--- src/rtl/hsiao_pkg.sv ---
`timescale 1ns/1ps
package hsiao_pkg;
    localparam int DATA_W = 16;
    localparam int CHK_W  = 6;
    localparam int CW_W   = DATA_W + CHK_W;

    typedef enum logic [2:0] {
        V_CLEAN,
        V_CHECK_BIT,
        V_DATA_BIT,
        V_DOUBLE,
        V_UNKNOWN
    } verdict_e;

    // Column of the parity-check matrix for data bit j (bit i set: ci covers uj)
    function automatic logic [CHK_W-1:0] data_col(input int j);
        case (j)
            0:  data_col = 6'b001101;
            1:  data_col = 6'b011001;
            2:  data_col = 6'b110001;
            3:  data_col = 6'b100011;
            4:  data_col = 6'b100110;
            5:  data_col = 6'b001011;
            6:  data_col = 6'b000111;
            7:  data_col = 6'b001110;
            8:  data_col = 6'b011100;
            9:  data_col = 6'b111000;
            10: data_col = 6'b011111;
            11: data_col = 6'b101111;
            12: data_col = 6'b110111;
            13: data_col = 6'b111011;
            14: data_col = 6'b111101;
            default: data_col = 6'b111110;
        endcase
    endfunction

    // Row mask: which data bits feed check bit i
    function automatic logic [DATA_W-1:0] chk_row(input int i);
        logic [DATA_W-1:0] m;
        m = '0;
        for (int j = 0; j < DATA_W; j++) begin
            m[j] = data_col(j)[i];
        end
        return m;
    endfunction
endpackage

--- src/rtl/hsiao_enc.sv ---
`timescale 1ns/1ps
module hsiao_enc
    import hsiao_pkg::*;
(
    input  logic [DATA_W-1:0] data_i,
    output logic [CHK_W-1:0]  check_o
);
    for (genvar i = 0; i < CHK_W; i++) begin : g_row
        assign check_o[i] = ^(data_i & chk_row(i));
    end
endmodule

--- src/rtl/hsiao_syndrome_dec.sv ---
`timescale 1ns/1ps
module hsiao_syndrome_dec
    import hsiao_pkg::*;
(
    input  logic [DATA_W-1:0] data_i,
    input  logic [CHK_W-1:0]  check_i,
    output logic [DATA_W-1:0] data_o,
    output logic              err_o,
    output logic              ded_o
);
    logic [CHK_W-1:0]  regen;
    logic [CHK_W-1:0]  syn;
    logic [DATA_W-1:0] flip;
    verdict_e          verdict;

    hsiao_enc u_regen (
        .data_i  (data_i),
        .check_o (regen)
    );

    assign syn = check_i ^ regen;

    for (genvar j = 0; j < DATA_W; j++) begin : g_match
        assign flip[j] = (syn == data_col(j));
    end

    always_comb begin
        if (syn == '0)                   verdict = V_CLEAN;
        else if (!(^syn))                verdict = V_DOUBLE;
        else if ($countones(syn) == 1)   verdict = V_CHECK_BIT;
        else if (|flip)                  verdict = V_DATA_BIT;
        else                             verdict = V_UNKNOWN;
    end

    always_comb begin
        data_o = data_i;
        err_o  = 1'b1;
        ded_o  = 1'b0;
        unique case (verdict)
            V_CLEAN:     err_o  = 1'b0;
            V_CHECK_BIT: ded_o  = 1'b0;
            V_DATA_BIT:  data_o = data_i ^ flip;
            V_DOUBLE:    ded_o  = 1'b1;
            V_UNKNOWN:   ded_o  = 1'b1;
            default:     ded_o  = 1'b1;
        endcase
    end
endmodule

--- src/rtl/hsiao_secded.sv ---
`timescale 1ns/1ps
module hsiao_secded
    import hsiao_pkg::*;
#(
    parameter bit REG_OUT = 1'b1
) (
    input  logic              clk,
    input  logic              rst_n,
    input  logic [DATA_W-1:0] enc_data_i,
    output logic [CHK_W-1:0]  enc_check_o,
    input  logic              dec_valid_i,
    input  logic [DATA_W-1:0] dec_data_i,
    input  logic [CHK_W-1:0]  dec_check_i,
    output logic              dec_valid_o,
    output logic [DATA_W-1:0] dec_data_o,
    output logic              err_o,
    output logic              ded_o
);
    logic [DATA_W-1:0] fix_data;
    logic              fix_err;
    logic              fix_ded;

    hsiao_enc u_enc (
        .data_i  (enc_data_i),
        .check_o (enc_check_o)
    );

    hsiao_syndrome_dec u_dec (
        .data_i  (dec_data_i),
        .check_i (dec_check_i),
        .data_o  (fix_data),
        .err_o   (fix_err),
        .ded_o   (fix_ded)
    );

    if (REG_OUT) begin : g_reg
        logic [DATA_W-1:0] data_q;
        logic              err_q, ded_q, vld_q;

        always_ff @(posedge clk or negedge rst_n) begin
            if (!rst_n) begin
                vld_q  <= 1'b0;
                data_q <= '0;
                err_q  <= 1'b0;
                ded_q  <= 1'b0;
            end else begin
                vld_q <= dec_valid_i;
                if (dec_valid_i) begin
                    data_q <= fix_data;
                    err_q  <= fix_err;
                    ded_q  <= fix_ded;
                end
            end
        end

        assign dec_valid_o = vld_q;
        assign dec_data_o  = data_q;
        assign err_o       = err_q;
        assign ded_o       = ded_q;
    end else begin : g_comb
        assign dec_valid_o = dec_valid_i;
        assign dec_data_o  = fix_data;
        assign err_o       = fix_err;
        assign ded_o       = fix_ded;
    end
endmodule

--- config.mk ---
export PLATFORM = sky130hd
export DESIGN_NAME = hsiao_secded
export DESIGN_NICKNAME = d
export VERILOG_FILES = /design/src/rtl/hsiao_pkg.sv /design/src/rtl/hsiao_enc.sv /design/src/rtl/hsiao_syndrome_dec.sv /design/src/rtl/hsiao_secded.sv
export SDC_FILE = /design/constraint.sdc
export NUM_CORES = 1
export LEC_CHECK = 0
export BUFFER_PORTS_ARGS = -buffer_cell sky130_fd_sc_hd__buf_2
export CAP_MARGIN = 20
export CORE_MARGIN = 2
export CORE_UTILIZATION = 40
export CTS_CLUSTER_SIZE = 24
export DETAILED_ROUTE_END_ITERATION = 6
export SYNTH_ARGS = -nofsm -noshare
export SYNTH_HDL_FRONTEND = slang
export SYNTH_SLANG_ARGS = --single-unit
--- constraint.sdc ---
create_clock -name clk -period 2.6 [get_ports clk]
set_clock_uncertainty 0.2 [all_clocks]
set_input_delay 0.26 -clock clk [delete_from_list [all_inputs] [get_ports clk]]
set_output_delay 0.26 -clock clk [all_outputs]
set_load 0.005 [all_outputs]
# After elaboration in Yosys (flattened, before gate mapping)
# Index checks and enable logic that the tools add are counted.
[op_classes] n_lt_le_gt_ge=0 mux=7 eq_ne=19 mul=0 n_reduce_logical=17 n_div=0 shift=0 bitwise_logic=2 add_sub_neg=5
[op_table] cell="$reduce_xor A16 Y1" n=12
[op_table] cell="$add A32 B32 Y32" n=2
[op_table] cell="$eq A6 B6 Y1 const B" n=9
[op_table] cell="$eq A32 B2 Y1 const B" n=1
[op_table] cell="$eq A6 B4 Y1 const B" n=3
[op_table] cell="$eq A6 B5 Y1 const B" n=3
[op_table] cell="$mux W16" n=1
[op_table] cell="$reduce_or A16 Y1" n=1
[op_table] cell="$xor A16 B16 Y16" n=1
[op_table] cell="$mux W3" n=4
[op_table] cell="$add A1 B1 Y2" n=3
[op_table] cell="$eq A6 B3 Y1 const B" n=1
[op_table] cell="$logic_not A6 Y1" n=1
[op_table] cell="$reduce_xor A6 Y1" n=1
[op_table] cell="$xor A6 B6 Y6" n=1
[op_table] cell="$eq A3 B1 Y1 const B" n=1
[op_table] cell="$eq A3 B2 Y1 const B" n=1
[op_table] cell="$logic_not A3 Y1" n=1
[op_table] cell="$reduce_or A3 Y1" n=1
[op_table] cell="$mux W1" n=2
[word_totals] in_bits=41 output_inout_bits=25 register_bits=19 romBits=0 latchBits=0 word_cells=54 mem_count=0 ram_bits=0

# Logic depth before layout (Yosys ltp)
# Gate-level depths: netlist of the first run.
[depth] word_depth=12 mapped_depth=15 ltp_nobuf=14

# Hierarchy
# Synthesis of the first run repeated with hierarchy kept, for this count alone.
[unflattened] cells_unflattened=187 hier_area_um2=2154.6
[modules_own_cells] module="hsiao_secded" area_per_inst_um2=747.0 cells_per_inst=39 n_inst=1 seq_area_each_um2=475.5
[modules_own_cells] module="hsiao_syndrome_dec" area_per_inst_um2=747.0 cells_per_inst=92 n_inst=1 seq_area_each_um2=0.0
[modules_own_cells] module="hsiao_enc" area_per_inst_um2=330.3 cells_per_inst=28 n_inst=2 seq_area_each_um2=0.0

# Worst setup path before layout of the first run
# OpenSTA, ideal clock, no wires.
[synth_timing] path_kind="input to register" startpoint="input dec_data_i[11]" endpoint="register g_reg.data_q[13] (netlist: dec_data_o[13])" setup_time_ns=0.077 setup_slack_ns=-1.262 stages=13 t_required_ns=2.323 arrival_ns=3.585 path_buffers=2 path_cell_list="buf_2 > xnor3_2 > xnor3_2 > and3_1 > or2_2 > fa_1 > ha_1 > nor3_1 > or2_2 > buf_1 > or3_1 > xor2_1 > a21oi_1"
[synth_via] elab_chain_cells=11 word_cells_on_any_way=38 classes_between="5 x add/sub; 18 x eq/ne; 5 x mux; 2 x bitwise; 8 x reduce/logical"
[synth_lines] element="from (decl)" line="hsiao_secded.sv:12" source="input logic [DATA_W-1:0] dec_data_i,"
[synth_lines] element="$reduce_xor A16 Y1" line="hsiao_enc.sv:9" source="assign check_o[i] = ^(data_i & chk_row(i));"
[synth_lines] element="$xor A6 B6 Y6 *" line="hsiao_syndrome_dec.sv:21" source="assign syn = check_i ^ regen;"
[synth_lines] element="$add A1 B1 Y2 (not written as such)" line="hsiao_syndrome_dec.sv:30" source="else if ($countones(syn) == 1) verdict = V_CHECK_BIT;"
[synth_lines] element="$add A32 B32 Y32 (not written as such) (2 in series)" line="hsiao_syndrome_dec.sv:30"
[synth_lines] element="$eq A32 B2 Y1" line="hsiao_syndrome_dec.sv:30"
[synth_lines] element="$mux W3" line="hsiao_syndrome_dec.sv:30"
[synth_lines] element="$mux W3" line="hsiao_syndrome_dec.sv:29" source="else if (!(^syn)) verdict = V_DOUBLE;"
[synth_lines] element="$mux W3" line="hsiao_syndrome_dec.sv:28" source="if (syn == '0) verdict = V_CLEAN;"
[synth_lines] element="$eq A3 B2 Y1" line="hsiao_syndrome_dec.sv:39" source="unique case (verdict)"
[synth_lines] element="$mux W16 *" line="hsiao_syndrome_dec.sv:39"
[synth_lines] element="to (signal assigned)" line="hsiao_secded.sv:49" source="data_q <= fix_data;"
[synth_lines] element="to (decl)" line="hsiao_secded.sv:37" source="logic [DATA_W-1:0] data_q;"
# Every way passes the cells marked *; elsewhere a longest branch is shown, timed or not.
# A chain may end at the register's enable or synchronous reset.

# Worst setup path in the final report of the first run
[layout_timing] startpoint="input dec_data_i[3]" endpoint="register g_reg.data_q[4] (netlist: dec_data_o[4])"
# The elaborated chain is that of the path after synthesis.

==> metrics.json, run 1 <==
{
  "synth": {
    "synth-async-reset-ratio_pct": 100,
    "post_synth_num_cell_types": 45,
    "synthMostInstantiatedCell": "xnor2_1",
    "warning_count_from_the_yosys_run": 0,
    "seq_area_frac_synth_pct": 22.3,
    "synth.ff_latch_count": 19,
    "total_standard_cell_area_after_synthesis_sq_um": 2130,
    "post_synth_main_area_contributors": "dfrtp_1 (22%), xnor2_1 (22%), xor2_1 (7.4%)",
    "synth_top_area_share_pct": 22.3,
    "avgSynthCellArea_sq_um": 9.18,
    "postSynthCellCount": 232,
    "yosysTopAreaCell": "dfrtp_1",
    "ys_dominant_reg_cell": "dfrtp_1",
    "most_used_standard_cells_in_the_synthesized_netlist": "xnor2_1 (54), dfrtp_1 (19), nor2_1 (18), xor2_1 (18), a21oi_1 (16)",
    "synth_enable_flop_cells": 0,
    "mappedNetlistNets": 284
  },
  "final_layout": {
    "layout-drive-gt1-share_pct": 51.8,
    "area_growth_pct": 61.9,
    "final_area_sq_um": 3450,
    "n_fill_cell": 448,
    "final-seq-area_sq_um": 475,
    "non_filler_instance_count_after_layout": 433,
    "multi_input_gate_area_in_the_final_layout_sq_um": 1900,
    "finalNetCount": 416,
    "antenna_cells_inserted": 0,
    "fin_util_pct": 67.1
  },
  "run": {
    "max-cap-violations": 0
  },
  "route": {
    "final_antenna_net_count": 0,
    "detail_route.wirelength_microns": 6060,
    "drt_iter0_drc": 98,
    "wl_per_cell_microns": 14.0,
    "avgViaCountPerCell": 4.92,
    "drc_errors": 0,
    "detailedRoute.firstPassIterationCount": 4,
    "num_vias": 2130
  },
  "critical_path": {
    "crit-reg2reg-launch": "dec_data_o[12]",
    "crit_required_ns": 2.54,
    "highest_fanout_seen_on_the_critical_path": 5,
    "worst_setup_path_start_kind": "primary input",
    "category_of_the_critical_setup_timing_path": "in2reg",
    "worst_ep_arrival_time_ns": 3.31,
    "critPathLaunch": "dec_data_i[3]",
    "critPathCaptureType": "register"
  },
  "floorplan": {
    "starting_density_of_the_core_pct": 41.5,
    "core_region_sq_um": 5140,
    "die-area_sq_um": 5930,
    "fp.dieH_microns": 77.0,
    "pin_count": 66,
    "rows": 26,
    "floorplan.die.width_microns": 77.0
  },
  "timing": {
    "final_max_slew_violation_count": 0,
    "totalNegativeSetupSlack_ns": -11.16,
    "report.final.setup_viol": 17,
    "final-hold-violation-count": 0,
    "period_minus_slack_ns": 3.36,
    "timing.slew.headroom_pct": 59.0,
    "worst-slew-pin-transition_ns": 0.603,
    "grt_setup_unrepaired": "true",
    "fin_crit_sh_pct": 129,
    "maxClockFrequency_mhz": 297,
    "final.hold.worst_slack_ns": 0.165,
    "layout_setup_ws_ns": -0.762
  },
  "global_routing": {
    "grt_util_met1_pct": 28.0,
    "overflow": 0,
    "grtUsageTotal_pct": 20.5,
    "first_global_vias": 2019,
    "gr-max-usage-layer": "met2",
    "antenna_violations_before_repair": 0,
    "grt_max_degree": 36,
    "grt_met3_usage_pct": 1.29,
    "gr-usage-met2_pct": 35.1,
    "wire_length_of_the_first_global_routing_pass_microns": 9750
  },
  "place": {
    "dp.final_hpwl_microns": 4880,
    "place_area_sq_um": 3050,
    "routabilityCongestion": 0.944,
    "cells_after_dpl": 421,
    "port_buffers": 65
  },
  "clock_tree": {
    "worst_skew_pair.late_latency_ns": 0.25,
    "clock_tree.root_cell": "clkbuf_8",
    "cts.path.max_buffers": 2,
    "clock-sinks": 19,
    "cts_tree": "done",
    "cts.reportedPaths.clkPinSlew_ns": 0.08,
    "htreeDepth": 1,
    "cts_inserted_buffers": 3
  },
  "worst_hold_path": {
    "hold_path.startpoint": "dec_data_i[3]",
    "worst_hold_path_type": "in2reg"
  },
  "power_and_ir_drop": {
    "vdd.ir_drop.worst_mv": 0.796,
    "p_per_area_nw_per_um2": 1080,
    "p_leak_nw": 1.55
  },
  "run_status": {
    "violations": "negative setup slack",
    "status": "finished with violations"
  }
}
## final cells by class
cell class / instances / share of cell area [%]
repair buffers: 135 / 25.9
multi-input cells: 191 / 55.0
clock inverters: 1 / 0.145
inverters: 14 / 1.52
well taps: 70 / 2.54
clock buffers: 3 / 1.20
flip-flops and latches: 19 / 13.8
## per-stage QoR
| step | total power [mW] | worst slack [ns] |
|---|---|---|
| after floorplan | 2.01 | -0.897 |
| after global placement | 2.79 | -1.09 |
| after detailed placement | 2.81 | -1.16 |
| after CTS | 3.41 | -0.701 |
| after global routing | 4.07 | -0.850 |
| final | 3.74 | -0.762 |
## worst max-delay path, stage by stage
cell     delay, ns
buf_6         0.09
xnor3_2       0.45
xnor3_2       0.39
and3_4        0.20
or2_4         0.23
fa_1          0.48
ha_4          0.30
nor3_4        0.05
or2_4         0.27
a311o_1       0.34
xor2_1        0.16
a21oi_1       0.08
## worst paths after layout
| path | to | slack (ns) | cells past startpoint |
|---|---|---|---|
| max | dec_data_o[4] | -0.76 | 12 |
| min | dec_data_o[3] | 0.16 | 4 |
| max reg2reg | dec_data_o[12] | 1.39 | 4 |
| min reg2reg | err_o | 0.32 | 2 |
| max in group asynchronous | dec_data_o[6] | 1.62 | 2 |
| min in group asynchronous | dec_data_o[2] | 0.26 | 2 |
## logic make-up (layout without fill, tap and decap cells)
group	after synthesis	after routing	synth area share [%]
muxes	2	2	1.17
and+or+nand+nor	54	55	12.7
AOI/OAI and AO/OA	43	43	14.9
DFF	19	19	22.3
buffers and inverters	23	153	4.17
adders and majority gates	11	11	7.16
xor gates and xnor gates	80	80	37.6
## registers in the layout, indices dropped and copies added, names as in the netlist
signal,cells
dec_valid_o,1
err_o,1
dec_data_o,16
ded_o,1
## cells in the final DEF (no fill, tap or decap), types with 6 or more instances in the layout
master	count
dfrtp_1	19
buf_4	66
nor2_1	17
xnor2_2	6
xnor3_2	6
xor2_1	16
nand2_1	6
buf_2	61
a21oi_1	16
xnor2_1	46
inv_1	12
## power breakdown
part	switching (mW)	leakage [nW]	internal, mW	total [mW]
sequential	0.0259	0.211	0.348	0.374
clock	0.103	0.0255	0.107	0.210
combinational	1.60	1.31	1.56	3.16
total	1.73	1.55	2.02	3.74
## what timing repair did
action / in CTS / in global routing
endpoints found under the hold margin: 20 / 0
gates resized for setup: 25 / 24
cloned: 1 / 0
setup buffers: 4 / 2
hold buffers: 2 / 0
pin swaps: 13 / 27
endpoints found under the setup margin: 17 / 17
## per-layer routing
metal  routed length, microns  vias up
met3                      262        8
met1                     2650     1010
met4                       88        0
li1                         -     1053
met2                     3060       59
met5                        0        -
No activity file was read; power rests on OpenSTA's default activity.
==> run 2: changes to the inputs <==
Settings changed: PLACE_DENSITY set to 0.7, SETUP_SLACK_MARGIN set to 0.4.
==> run 2 against run 1 <==
  * The flow still finishes with violations (negative setup slack)
  * Die area unchanged
  * Non-clock buffer count up 14
  * Critical endpoint is now dec_data_o[8]
  * Worst setup slack worse by 0.037 ns
  * Largest cell class unchanged
  * Wire length up 18%
==> metrics.json, run 2 (synthesis gave the netlist of run 1 again) <==
{
  "critical_path": {
    "category_of_the_critical_setup_timing_path": "in2reg",
    "critPathLaunch": "dec_data_i[4]",
    "slowest_delay_ns": 0.57,
    "crit_required_ns": 2.52,
    "highest_fanout_seen_on_the_critical_path": 4,
    "worstPathBufferInverterCount": 3,
    "critPathCaptureType": "register",
    "crit_path_cell_trace": "buf_4 > xnor3_2 > xnor2_4 > buf_4 > and2_4 > a21oi_4 > inv_2 > fa_1 > ha_4 > nor3_4 > nor2_2 > and3_4 > o211ai_1 > xor2_1 > a21oi_1",
    "worst_ep_arrival_time_ns": 3.32,
    "crit_path_frequent_cell": "buf_4",
    "crit-reg2reg-launch": "dec_data_o[12]",
    "worst_path_max_delay_cell": "fa_1",
    "cp_top_family": "XOR/XNOR gates",
    "reg2reg_setup_slack_ns": 1.35,
    "worst_setup_path_start_kind": "primary input"
  },
  "route": {
    "num_vias": 2273,
    "final_antenna_net_count": 0,
    "drt_iter0_drc": 228,
    "detailedRoute.firstPassIterationCount": 4,
    "drc_errors": 0,
    "wl_per_cell_microns": 16.0,
    "avgViaCountPerCell": 5.09,
    "detail_route.wirelength_microns": 7160
  },
  "timing": {
    "report.final.setup_viol": 17,
    "period_minus_slack_ns": 3.40,
    "timing.slew.headroom_pct": 53.7,
    "final-hold-violation-count": 0,
    "final_max_slew_violation_count": 0,
    "fin_crit_sh_pct": 131,
    "worst-slew-pin-transition_ns": 0.695,
    "grt_setup_unrepaired": "true",
    "maxClockFrequency_mhz": 294,
    "final.hold.worst_slack_ns": 0.162,
    "layout_setup_ws_ns": -0.799
  },
  "clock_tree": {
    "cts.path.max_buffers": 2,
    "cts_inserted_buffers": 3,
    "clock_tree.root_cell": "clkbuf_8",
    "cts_tree": "done",
    "htreeDepth": 1,
    "worst_skew_pair.late_latency_ns": 0.27,
    "clock-sinks": 19,
    "cts.reportedPaths.clkPinSlew_ns": 0.09
  },
  "power_and_ir_drop": {
    "vdd.ir_drop.worst_mv": 1.06,
    "p_per_area_nw_per_um2": 1160,
    "p_leak_nw": 1.62
  },
  "final_layout": {
    "layout.cells.most_common_list": "buf_4 (77), buf_2 (62), xnor2_1 (42)",
    "largest_register_ffs": 16,
    "most_common_library_cell_in_the_layout_ignoring_fill_and_taps": "buf_4",
    "final_area_sq_um": 3580,
    "non_filler_instance_count_after_layout": 447,
    "layout-drive-gt1-share_pct": 55.4,
    "area_growth_pct": 68.1,
    "finalNetCount": 430,
    "antenna_cells_inserted": 0
  },
  "worst_hold_path": {
    "hold_path.startpoint": "dec_data_i[6]",
    "worst_hold_path_type": "in2reg"
  },
  "floorplan": {
    "floorplan.die.width_microns": 77.0,
    "pin_count": 66,
    "rows": 26,
    "fp.dieH_microns": 77.0,
    "die-area_sq_um": 5930,
    "core_region_sq_um": 5140,
    "starting_density_of_the_core_pct": 41.5
  },
  "run_status": {
    "status": "finished with violations",
    "violations": "negative setup slack"
  },
  "global_routing": {
    "grtUsageTotal_pct": 22.3,
    "grt_max_degree": 43,
    "antenna_violations_before_repair": 0,
    "first_global_vias": 2193,
    "wire_length_of_the_first_global_routing_pass_microns": 10500,
    "overflow": 0
  },
  "place": {
    "place_area_sq_um": 3020,
    "routabilityCongestion": 0.962,
    "port_buffers": 65,
    "dp.final_hpwl_microns": 4980,
    "cells_after_dpl": 418
  },
  "run": {
    "max-cap-violations": 0
  }
}
## run 2: metrics by stage
step / setup TNS [ns] / total power [mW] / worst slack (ns) / util [%]
after floorplan: -12.83 / 2.01 / -0.897 / -
after detailed placement: -16.74 / 2.79 / -1.07 / 58.8
after global placement: -15.86 / 2.77 / -1.02 / 58.8
after CTS: -11.04 / 3.60 / -0.729 / 65.3
final: -11.73 / 4.17 / -0.799 / 69.7
after global routing: -13.38 / 4.39 / -0.870 / 69.7
## run 2: path summary, 6_finish.rpt
path / end / cells after the start
worst max-delay path: dec_data_o[8] / 15
worst min-delay path: dec_data_o[6] / 3
worst max register to register: dec_data_o[12] / 4
worst min register to register: dec_data_o[5] / 2
max in group asynchronous: dec_data_o[6] / 2
min in group asynchronous: dec_data_o[13] / 2
## run 2: where the power goes
group	internal (mW)	switching [mW]	total, mW
clock	0.107	0.110	0.216
sequential	0.348	0.0252	0.373
combinational	1.77	1.81	3.58
total	2.23	1.94	4.17
## run 2: layer usage
metal  track usage [%]  vias to the layer above  routed length (microns)
li1                  -                     1082                        -
met1              27.7                     1091                     2940
met2              38.6                       84                     3620
met3              3.41                       16                      386
met4              9.29                        0                      219
met5                 0                        -                        0
## run 2: timing repair
item	4_1_cts	5_1_grt
hold endpoints to repair	19	0
resized for setup	30	27
setup endpoints to repair	18	18
pin swaps	17	20
hold buffers	1	0
setup buffers	15	8
cloned	1	0
## run 2: area by class of cell
cell class	instances	area, sq um
Clock buffer	3	41.3
Clock inverter	1	5.00
Fill cell	412	1560
Inverter	14	52.6
Multi-Input combinational cell	191	1920
Sequential cell	19	475
Tap cell	70	87.6
Timing Repair Buffer	149	1000
## run 2: worst min-delay path: cells and delay by family
family                 cells  cell delay (ns)
AOI/OAI and AO/OA          1             0.07
buffers and inverters      2             0.24
==> run 3: changes to the inputs <==
Settings changed: SKIP_LAST_GASP set to 1.
Clock period 2.6 ns to 3.5 ns, I/O delays scaled along.
==> run 3 against run 2 <==
  * The flow now finishes without violations
  * Sequential power fell by 25%
  * Sequential cell count did not move
  * Sequential share of layout area fell by 0.28 points
  * Clock-buffer cell count did not move
  * Final area rose by 2.2%
  * Combinational power fell by 28%
  * Via count rose by 1.7%
  * Utilization rose by 1.5 points
  * Non-clock buffer count fell by 18
  * Clock power fell by 29%
  * Final cell count fell by 4.0%
  * Wire length rose by 4.8%
  * Largest cell class unchanged
==> metrics.json, run 3 (synthesis gave the netlist of run 1 again) <==
{
  "route": {
    "wl_per_cell_microns": 17.5,
    "drc_errors": 0,
    "detail_route.wirelength_microns": 7510,
    "final_antenna_net_count": 0,
    "drt_iter0_drc": 134,
    "avgViaCountPerCell": 5.39,
    "detailedRoute.firstPassIterationCount": 4,
    "num_vias": 2311
  },
  "global_routing": {
    "first_global_vias": 2083,
    "overflow": 0,
    "grtUsageTotal_pct": 21.5,
    "antenna_violations_before_repair": 0,
    "wire_length_of_the_first_global_routing_pass_microns": 10300,
    "grt_max_degree": 43
  },
  "power_and_ir_drop": {
    "vdd.ir_drop.worst_mv": 0.833,
    "p_per_area_nw_per_um2": 822,
    "pnr_total_power_mw": 3.01,
    "p_leak_nw": 1.61
  },
  "floorplan": {
    "core_region_sq_um": 5140,
    "rows": 26,
    "die-area_sq_um": 5930,
    "floorplan.die.width_microns": 77.0,
    "starting_density_of_the_core_pct": 41.5,
    "fp.dieH_microns": 77.0,
    "pin_count": 66
  },
  "critical_path": {
    "worst_path_max_delay_cell": "xnor3_2",
    "crit_path_frequent_cell": "or2_4",
    "worst_ep_arrival_time_ns": 3.39,
    "category_of_the_critical_setup_timing_path": "in2reg",
    "crit_required_ns": 3.42,
    "worstPathBufferInverterCount": 1,
    "slowest_delay_ns": 0.53,
    "critPathCaptureType": "register",
    "cp_top_family": "XOR/XNOR gates",
    "worst_setup_path_start_kind": "primary input",
    "highest_fanout_seen_on_the_critical_path": 5,
    "crit_path_cell_trace": "buf_2 > xnor2_4 > xnor3_2 > and3_4 > or2_4 > fa_1 > ha_4 > nor3_4 > or2_4 > a311o_1 > xor2_1 > a21oi_1"
  },
  "worst_hold_path": {
    "worst_hold_path_type": "in2reg"
  },
  "clock_tree": {
    "cts.path.max_buffers": 2,
    "cts_inserted_buffers": 3,
    "cts_tree": "done",
    "worst_skew_pair.late_latency_ns": 0.25,
    "htreeDepth": 1,
    "cts.reportedPaths.clkPinSlew_ns": 0.08,
    "clock_tree.root_cell": "clkbuf_8",
    "clock-sinks": 19
  },
  "timing": {
    "report.final.setup_viol": 0,
    "maxClockFrequency_mhz": 287,
    "grt_setup_unrepaired": "true",
    "worst-slew-pin-transition_ns": 0.752,
    "layout_setup_ws_ns": 0.0210,
    "fin_crit_sh_pct": 99.4,
    "final_max_slew_violation_count": 0,
    "timing.slew.headroom_pct": 49.9,
    "period_minus_slack_ns": 3.48,
    "final.hold.worst_slack_ns": 0.266,
    "final-hold-violation-count": 0
  },
  "run_status": {
    "status": "finished, final reports clean"
  },
  "final_layout": {
    "layout-drive-gt1-share_pct": 57.7,
    "antenna_cells_inserted": 0,
    "finalNetCount": 412,
    "area_growth_pct": 71.7,
    "layout.cells.most_common_list": "buf_2 (58), buf_4 (52), xnor2_1 (38)",
    "n_fill_cell": 368,
    "largest_register_ffs": 16,
    "most_common_library_cell_in_the_layout_ignoring_fill_and_taps": "buf_2"
  },
  "place": {
    "routabilityCongestion": 1.00,
    "place_ws_ns": -0.293,
    "dp.final_hpwl_microns": 4570,
    "port_buffers": 65
  },
  "run": {
    "max-cap-violations": 0
  }
}
## run 3: through the flow
| stage | utilization (%) | cell area [sq um] | setup TNS, ns | cells |
|---|---|---|---|---|
| after floorplan | - | 2210 | -0.235 | 232 |
| after global placement | 56.2 | 2890 | -1.71 | 398 |
| after detailed placement | 56.2 | 2890 | -3.32 | 398 |
| after CTS | 63.6 | 3270 | 0 | 416 |
| after global routing | 71.2 | 3660 | -0.237 | 429 |
| final | 71.2 | 3660 | 0 | 429 |
## run 3: path summary, 6_finish.rpt
kind / startpoint / to / slack (ns) / depth (start not counted)
max: dec_data_i[2] / dec_data_o[4] / 0.02 / 12
min: dec_data_i[5] / dec_data_o[5] / 0.27 / 4
max reg2reg: dec_data_o[12] / dec_data_o[12] / 2.19 / 4
min reg2reg: dec_data_o[5] / dec_data_o[5] / 0.32 / 2
max in group asynchronous: rst_n / dec_valid_o / 2.40 / 2
min in group asynchronous: rst_n / dec_data_o[9] / 0.39 / 2
## run 3: layout make-up
| class | instances | area (sq um) | area share [%] |
|---|---|---|---|
| repair buffers | 131 | 936 | 25.6 |
| well taps | 70 | 87.6 | 2.39 |
| clock buffers | 3 | 41.3 | 1.13 |
| flip-flops and latches | 19 | 475 | 13.0 |
| inverters | 14 | 52.6 | 1.44 |
| clock inverters | 1 | 5.00 | 0.137 |
| multi-input cells | 191 | 2060 | 56.3 |
## run 3: report_power, final
part | switching, mW | internal [mW]
Clock | 0.0752 | 0.0792
Sequential | 0.0200 | 0.258
Combinational | 1.35 | 1.22
Total | 1.44 | 1.56
## run 3: repair_timing
item / CTS / global route
hold endpoints to repair: 19 / 0
pin swaps: 31 / 33
hold buffers: 1 / 0
buffers inserted: 12 / 13
setup endpoints to repair: 17 / 17
cloned: 1 / 0
gates resized for setup: 46 / 49
## run 3: routing by layer
| layer | up-vias | share of wire, % | GRT usage, % |
|---|---|---|---|
| met2 | 143 | 52 | 36.6 |
| met5 | - | 0 | 0 |
| met1 | 1102 | 38 | 28.4 |
| li1 | 1041 | - | - |
| met3 | 25 | 7.1 | 1.41 |
| met4 | 0 | 3.3 | 9.11 |
## run 3: tightest hold or removal path, cell delays in order
cell and delay [ns]:
buf_6 0.08, buf_4 0.10, xnor2_1 0.11, a21oi_1 0.06
